### config.mk
export PLATFORM = sky130hd
export DESIGN_NAME = cfs_slave
export DESIGN_NICKNAME = d
export VERILOG_FILES = /design/src/rtl/cfs_pkg.sv /design/src/rtl/cfs_sync.sv /design/src/rtl/cfs_framer.sv /design/src/rtl/cfs_seq.sv /design/src/rtl/cfs_regfile.sv /design/src/rtl/cfs_slave.sv
export SDC_FILE = /design/constraint.sdc
export NUM_CORES = 1
export LEC_CHECK = 0
export BUFFER_PORTS_ARGS = -buffer_cell sky130_fd_sc_hd__buf_2
export CAP_MARGIN = 20
export CORE_MARGIN = 2
export CORE_UTILIZATION = 60
export DETAILED_ROUTE_END_ITERATION = 8
export HOLD_SLACK_MARGIN = 0.15
export PLACE_DENSITY = 0.78
export SETUP_SLACK_MARGIN = 0.05
export SLEW_MARGIN = 20
export SYNTH_ARGS = -nofsm -noshare
export SYNTH_HDL_FRONTEND = slang
export SYNTH_HIERARCHICAL = 1
export SYNTH_SLANG_ARGS = --single-unit
### constraint.sdc
create_clock -name clk -period 5.21 [get_ports clk]
set_input_delay 1.042 -clock clk [delete_from_list [all_inputs] [get_ports clk]]
set_output_delay 1.042 -clock clk [all_outputs]
set_load 0.03 [all_outputs]
### src/rtl/cfs_pkg.sv
package cfs_pkg;

  localparam int BYTE_W = 8;
  localparam int LEN_W  = 4;
  localparam int BASE_W = 5;

  typedef struct packed {
    logic              rd;
    logic              fixed_src;
    logic [LEN_W-1:0]  len;
    logic [BASE_W-1:0] base;
  } cmd_info_t;

  function automatic cmd_info_t decode_cmd(input logic [BYTE_W-1:0] code);
    cmd_info_t d;
    d = '0;
    case (code)
      8'h73: begin d.rd = 1'b1; d.fixed_src = 1'b1; d.len = 4'd1;  end
      8'h84: begin d.len = 4'd15; d.base = 5'd0; end
      8'h85: begin d.rd = 1'b1; d.len = 4'd15; d.base = 5'd0; end
      8'h50: begin d.len = 4'd2;  d.base = 5'd16; end
      8'h51: begin d.rd = 1'b1; d.len = 4'd2;  d.base = 5'd16; end
      default: d = '0;
    endcase
    return d;
  endfunction

endpackage

### src/rtl/cfs_sync.sv
module cfs_sync #(
  parameter int N      = 3,
  parameter int STAGES = 2
) (
  input  logic         clk,
  input  logic         rst,
  input  logic [N-1:0] din,
  output logic [N-1:0] q
);

  logic [STAGES-1:0][N-1:0] st;

  always_ff @(posedge clk) begin
    if (rst) begin
      st <= '0;
    end else begin
      st[0] <= din;
      for (int i = 1; i < STAGES; i++) st[i] <= st[i-1];
    end
  end

  assign q = st[STAGES-1];

endmodule

### src/rtl/cfs_framer.sv
module cfs_framer #(
  parameter int BYTE_BITS   = 8,
  parameter int CLK_LIMIT   = 16,
  parameter int MIN_OFF_CYC = 320
) (
  input  logic                 clk,
  input  logic                 rst,
  input  logic                 sel,
  input  logic                 sck,
  input  logic                 din,
  output logic                 byte_valid,
  output logic [BYTE_BITS-1:0] byte_data,
  output logic                 dev_reset,
  output logic                 sel_start,
  output logic                 tx_shift
);

  localparam int CNT_W = $clog2(CLK_LIMIT + 1);
  localparam int OFF_W = $clog2(MIN_OFF_CYC + 1);
  localparam logic [CNT_W-1:0] LAST_EDGE = CNT_W'(CLK_LIMIT - 1);
  localparam logic [CNT_W-1:0] FULL_BYTE = CNT_W'(BYTE_BITS);
  localparam logic [OFF_W-1:0] OFF_SAT   = OFF_W'(MIN_OFF_CYC);

  logic             sel_d, sck_d;
  logic             sel_begin, sel_end, sck_rise, sck_fall;
  logic             live;
  logic [CNT_W-1:0] edges;
  logic [OFF_W-1:0] off_cnt;

  assign sel_begin = sel & ~sel_d;
  assign sel_end   = ~sel & sel_d;
  assign sck_rise  = sck & ~sck_d;
  assign sck_fall  = ~sck & sck_d;

  always_ff @(posedge clk) begin
    if (rst) begin
      sel_d      <= 1'b0;
      sck_d      <= 1'b0;
      live       <= 1'b0;
      edges      <= '0;
      off_cnt    <= OFF_SAT;
      byte_data  <= '0;
      byte_valid <= 1'b0;
      dev_reset  <= 1'b0;
      sel_start  <= 1'b0;
      tx_shift   <= 1'b0;
    end else begin
      sel_d      <= sel;
      sck_d      <= sck;
      byte_valid <= 1'b0;
      dev_reset  <= 1'b0;
      sel_start  <= 1'b0;
      tx_shift   <= 1'b0;

      if (!sel && off_cnt != OFF_SAT) off_cnt <= off_cnt + 1'b1;

      if (sel_begin) begin
        live      <= (off_cnt == OFF_SAT);
        sel_start <= (off_cnt == OFF_SAT);
        edges     <= '0;
      end else if (sel && live && sck_rise) begin
        byte_data <= {byte_data[BYTE_BITS-2:0], din};
        if (edges == LAST_EDGE) begin
          dev_reset <= 1'b1;
          live      <= 1'b0;
          edges     <= '0;
        end else begin
          edges <= edges + 1'b1;
        end
      end else if (sel && live && sck_fall && edges != '0) begin
        tx_shift <= 1'b1;
      end

      if (sel_end) begin
        off_cnt <= '0;
        live    <= 1'b0;
        if (live && edges == FULL_BYTE) byte_valid <= 1'b1;
      end
    end
  end

endmodule

### src/rtl/cfs_seq.sv
module cfs_seq
  import cfs_pkg::*;
#(
  parameter int ADDR_W = 5
) (
  input  logic              clk,
  input  logic              rst,
  input  logic              dev_reset,
  input  logic              byte_valid,
  input  logic [BYTE_W-1:0] byte_data,
  output logic [LEN_W-1:0]  rem,
  output logic              cmd_rd,
  output logic              fixed_src,
  output logic [ADDR_W-1:0] addr,
  output logic              wr_en,
  output logic [ADDR_W-1:0] wr_addr,
  output logic [BYTE_W-1:0] wr_data
);

  cmd_info_t info;
  assign info = decode_cmd(byte_data);

  always_ff @(posedge clk) begin
    if (rst || dev_reset) begin
      rem       <= '0;
      cmd_rd    <= 1'b0;
      fixed_src <= 1'b0;
      addr      <= '0;
      wr_en     <= 1'b0;
      wr_addr   <= '0;
      wr_data   <= '0;
    end else begin
      wr_en <= 1'b0;
      if (byte_valid) begin
        if (rem == '0) begin
          rem       <= info.len;
          cmd_rd    <= info.rd;
          fixed_src <= info.fixed_src;
          addr      <= ADDR_W'(info.base);
        end else begin
          rem  <= rem - 1'b1;
          addr <= addr + 1'b1;
          if (!cmd_rd) begin
            wr_en   <= 1'b1;
            wr_addr <= addr;
            wr_data <= byte_data;
          end
        end
      end
    end
  end

endmodule

### src/rtl/cfs_regfile.sv
module cfs_regfile #(
  parameter int DW     = 8,
  parameter int ADDR_W = 5
) (
  input  logic              clk,
  input  logic              we,
  input  logic [ADDR_W-1:0] waddr,
  input  logic [DW-1:0]     wdata,
  input  logic [ADDR_W-1:0] raddr,
  output logic [DW-1:0]     rdata
);

  localparam int DEPTH = 1 << ADDR_W;

  logic [DW-1:0] mem [DEPTH];

  always_ff @(posedge clk) begin
    if (we) mem[waddr] <= wdata;
    rdata <= mem[raddr];
  end

endmodule

### src/rtl/cfs_slave.sv
module cfs_slave
  import cfs_pkg::*;
#(
  parameter int              ADDR_W      = 5,
  parameter int              MIN_OFF_CYC = 320,
  parameter int              CLK_LIMIT   = 16,
  parameter int              SYNC_STAGES = 2,
  parameter logic [BYTE_W-1:0] REV_CODE  = 8'h2C
) (
  input  logic clk,
  input  logic rst,
  input  logic sclk,
  input  logic cs_n,
  input  logic sdi,
  output logic sdo,
  output logic sdo_oe
);

  localparam int NSYNC = 3;

  logic [NSYNC-1:0]  raw, syn;
  logic              byte_valid, dev_reset, sel_start, tx_shift;
  logic [BYTE_W-1:0] byte_data;
  logic [LEN_W-1:0]  rem;
  logic              cmd_rd, fixed_src, rd_phase;
  logic [ADDR_W-1:0] addr, wr_addr;
  logic              wr_en;
  logic [BYTE_W-1:0] wr_data, rd_data;
  logic [BYTE_W-1:0] tx_sr;
  logic              tx_act;

  assign raw = {sdi, sclk, ~cs_n};

  cfs_sync #(.N(NSYNC), .STAGES(SYNC_STAGES)) u_sync (
    .clk(clk), .rst(rst), .din(raw), .q(syn)
  );

  cfs_framer #(.BYTE_BITS(BYTE_W), .CLK_LIMIT(CLK_LIMIT), .MIN_OFF_CYC(MIN_OFF_CYC)) u_framer (
    .clk(clk), .rst(rst), .sel(syn[0]), .sck(syn[1]), .din(syn[2]),
    .byte_valid(byte_valid), .byte_data(byte_data), .dev_reset(dev_reset),
    .sel_start(sel_start), .tx_shift(tx_shift)
  );

  cfs_seq #(.ADDR_W(ADDR_W)) u_seq (
    .clk(clk), .rst(rst), .dev_reset(dev_reset), .byte_valid(byte_valid),
    .byte_data(byte_data), .rem(rem), .cmd_rd(cmd_rd), .fixed_src(fixed_src),
    .addr(addr), .wr_en(wr_en), .wr_addr(wr_addr), .wr_data(wr_data)
  );

  cfs_regfile #(.DW(BYTE_W), .ADDR_W(ADDR_W)) u_regs (
    .clk(clk), .we(wr_en), .waddr(wr_addr), .wdata(wr_data),
    .raddr(addr), .rdata(rd_data)
  );

  assign rd_phase = (rem != '0) && cmd_rd;

  always_ff @(posedge clk) begin
    if (rst) begin
      tx_sr  <= '0;
      tx_act <= 1'b0;
    end else begin
      if (sel_start && rd_phase) begin
        tx_sr  <= fixed_src ? REV_CODE : rd_data;
        tx_act <= 1'b1;
      end else if (tx_shift && tx_act) begin
        tx_sr <= {tx_sr[BYTE_W-2:0], 1'b0};
      end
      if (!syn[0] || dev_reset) tx_act <= 1'b0;
    end
  end

  assign sdo    = tx_sr[BYTE_W-1];
  assign sdo_oe = tx_act;

endmodule

# Word-level counts from Yosys, hierarchy flattened
# Memory sizes are Yosys's and may differ from the RTL's. A register that Yosys moved wholly into a read port is not among the register bits.
# Cells that the tools add are included.
# Widths: inputs -> output; s select.
# classes
mux,21
n_reduce_logical,34
add_sub_neg,4
n_eq_ne,9
bitwise,15
# op_table
op,count
$eq 8x7->1 const B,3
$mux 8,3
$mux 9,2
$eq 8x8->1 const B,2
$mux 5,3
$reduce_or 2->1,7
$pmux 4 s3,1
$reduce_or 3->1,4
$mux 1,11
$not 1->1,11
$add 5x1->5 const B,2
$eq 5x4->1 const B,2
$add 9x1->9 const B,1
$eq 9x9->1 const B,1
$logic_and 1x1->1,9
$ne 9x9->1 const B,1
$reduce_bool 2->1,4
$reduce_and 2->1,3
$reduce_bool 5->1,1
$and 1x1->1,4
$logic_not 4->1,1
$mux 4,1
$reduce_bool 4->1,1
$sub 4x1->4 const B,1
3 further kinds,4
# word_totals
mem_count,1
reg_bits,69
ram_bits,256
input_bits,5
# memory_table
name,depth,width,read_ports,rd_ports_with_merged_regs,write_ports,line_no,rtl
u_regs.mem,32,8,1,1,1,cfs_regfile.sv:15,logic [DW-1:0] mem [DEPTH];

# Depth between registers and ports, before layout
# depth
word_depth,5
ltp_mapped,7

# Hierarchy
# Netlist, hierarchy kept.
# modules_own_cells
mod,cells_each,area_each_um2,n_inst
cfs_regfile,417,10053.4,1
cfs_framer,142,1276.2,1
cfs_seq,131,1246.2,1
cfs_slave,46,437.9,1
cfs_sync,15,180.2,1

# Worst setup path after synthesis
# No wires, ideal clock.
# synth_timing
path_type,register to register
startpoint,reg u_seq.addr[2]
endpoint,reg u_regs.rdata[0] (read register of u_regs.mem)
required_time_ns,5.089
slack_ns,3.010
setup_time_ns,0.121
path_stages_with_launch,6
n_path_buf,2
arrival_time_ns,2.079
period_less_slack_ns,2.200
path_cell_list,dfxtp_1 -> clkbuf_1 -> buf_1 -> mux4_2 -> mux4_2 -> mux2_2
# synth_lines
element,line_no,rtl
start: declaration,cfs_seq.sv:14,"output logic [ADDR_W-1:0] addr,"
start signal: assignment,cfs_seq.sv:39,addr <= ADDR_W'(info.base);
start signal: assignment,cfs_seq.sv:42,addr <= addr + 1'b1;
end: declaration,cfs_regfile.sv:10,output logic [DW-1:0] rdata

==> metrics.cfg <==
[layout]
final_cell_mix = edfxtp_1 (256), mux4_2 (80), dfxtp_1 (67)
syn2layout_area_growth_pct = 9.284
fin_cells = 1060
layout-drive-gt1-share_pct = 23.85
layout.nets = 766
stdcell_area_sq_um = 14420
final_common_cell = edfxtp_1
final_core_util_pct = 66.48
antennaDiodeCount = 0

[global_routing]
grt_pass1_wl_mm = 41.10
grt-ovfl-total = 0
grt_pass1_vias = 6920
grt_max_degree = 50
gr-usage-all-layers_pct = 23.30
grt_antenna_before_repair = 0

[sta]
finalCritPeriodShare_pct = 56.38
finalSetupViolCount = 0
relSlewSlack_pct = 27.85
timing.hold.ws_ps = 443.1
rsz0062_at_grt = false
tns_ps = 0
fin_crit_ps = 2937
clock_skew_ps = 10.14
fmax_ghz = 0.3404
tightest_slew_ps = 1078
slew_violations = 0
finalHoldViolCount = 0
setup_ws_ps = 2273

[run]
cap_violations = 0

[synth]
synth_flop_cell = edfxtp_1
ys_seq_elements = 333
async_reset_ff_share_pct = 0
synth-adder-area-share_pct = 0.5690
synth_area_sq_um = 13190
synth_top_area_share_pct = 58.26
synthCells = 751
synth_mux_area_share_pct = 15.18
synth_edf_count = 256
synth-simple-area-share_pct = 7.710
synth_area_per_cell_sq_um = 17.57
synthDistinctLibCells = 56
ys_seq_area_share_pct = 69.95
syn_nets = 762
ys_warn_count = 6
synth_area_leader_cell = edfxtp_1
synth_top_cells_by_area = edfxtp_1 (58%), mux4_2 (14%), dfxtp_1 (12%)
synth-xor-area-share_pct = 0.3319
synth_top_family_by_area = multiplexers
synth_compound_area_share_pct = 4.068

[clocking]
clk_path_buf_depth = 3
cts_tree = yes
insertion_delay_ps = 560
path_clk_slew_ps = 60
clock_sinks = 333
ctsHoldBuffers = 0
root_buffer = clkbuf_16
cts_buffers = 31
cts_resized = 0
cts_max_level = 1
post-cts-setup-buffers = 0

[setup_path]
crit_fanout = 49
worst_ep_arrival_time_ps = 3380
worst_setup_path_start_kind = flip-flop
path_class = reg -> reg
reg2reg_from = u_seq/addr[0]
startpoint = u_seq/addr[0]
cp.required_ps = 5660
crit_path_end_kind = flip-flop

[detailed_routing]
drt-pass1-iter-count = 5
routed_wirelength_mm = 26.58
drt-vias-per-instance = 6.529
num_vias = 6921
wl_per_cell_um = 25.07
drt-initial-drc-count = 746
drc = 0
final_antenna_net_count = 0

[placed_design]
dpl_cell_area_sq_um = 13370
portBuffers = 6
detailed_place_hpwl_mm = 16.16
dp_worst_setup_slack_ps = 2170
gp_congestion = 0.7782
place_inst = 1002

[hold_path]
hp-class = reg -> reg
hp-start = u_sync/st[1]

[floorplanning]
initial_core_util_pct = 60.83
die_h_um = 152.3
row_count = 54
ios = 7
core_area_sq_um = 21690
die-area_sq_um = 23190
die-width_um = 152.3

[status]
outcome = finished, final reports clean

[power]
p_leak_nw = 4.519
irDropWorstVdd_mv = 0.2469
finalPower_mw = 5.127
power_density_nw_per_um2 = 355.6

## logic make-up after synthesis
group                      count (synthesis)
DFF                                      333
muxes                                     99
adders and majority gates                  6
buffers and inverters                     53
xor gates and xnor gates                   5
and+or+nand+nor                          167
AOI/OAI and AO/OA                         88
## worst max-delay path, stage by stage, from the launching register on
cell and delay, ps:
dfxtp_4 950, buf_4 510, mux4_2 580, mux4_2 490, mux2_2 270
## sequential cells by signal (all words and copies together), names as in the netlist, 4 cells and up
name,count
u_seq/addr,5
u_regs/rdata,8
u_seq/rem,4
u_regs/mem,256
u_framer/byte_data,8
u_framer/edges,5
tx_sr,8
u_framer/off_cnt,9
u_seq/wr_data,8
u_seq/wr_addr,5
## metal layers
| layer | track usage, % | share of wire (%) | vias up |
|---|---|---|---|
| li1 | - | - | 3018 |
| met1 | 30.72 | 38 | 3537 |
| met2 | 40.56 | 53 | 302 |
| met3 | 3.584 | 6.2 | 64 |
| met4 | 7.210 | 3.0 | 0 |
| met5 | 0 | 0 | - |
## synthesized netlist by cell type, drive strengths merged (2+ instances only)
cell type,instances
a21oi,39
nand3,39
ha,6
xor2,5
nand4b,6
mux2i,10
inv,14
or4,3
or3,6
nand2,14
buf,30
nand4,5
clkbuf,9
nor2,41
edfxtp,256
and4b,2
a221oi,7
nor3,8
or3b,4
nor4bb,2
nand3b,8
and4bb,2
o211ai,4
mux2,9
dfxtp,77
a31oi,3
nor4b,3
nor3b,2
nor2b,9
nand2b,9
o21ai,30
mux4,80
## final timing paths
| kind | to | slack, ps | cells after the start |
|---|---|---|---|
| worst max-delay path | u_regs/rdata[3] | 2270 | 4 |
| worst min-delay path | u_sync/q[1] | 440 | 1 |
| worst max register to register | u_regs/rdata[3] | 2270 | 4 |
| worst min register to register | u_sync/q[1] | 440 | 1 |
## report_power, final
part	internal [mW]	switching, mW	total [mW]	leakage [nW]
Combinational	0.0190	0.0270	0.0460	1.01
Sequential	2.83	0.0114	2.84	3.00
Clock	1.32	0.927	2.24	0.509
Total	4.16	0.965	5.13	4.52
## area by class of cell
type,instances,area (sq um)
Sequential cell,333,9244
Multi-Input combinational cell,365,3676
Fill cell,1349,7269
Timing Repair Buffer,10,60.06
Clock inverter,14,120.1
Inverter,14,52.55
Clock buffer,44,915.9
Tap cell,280,350.3
(Power assumes the default switching activity.)
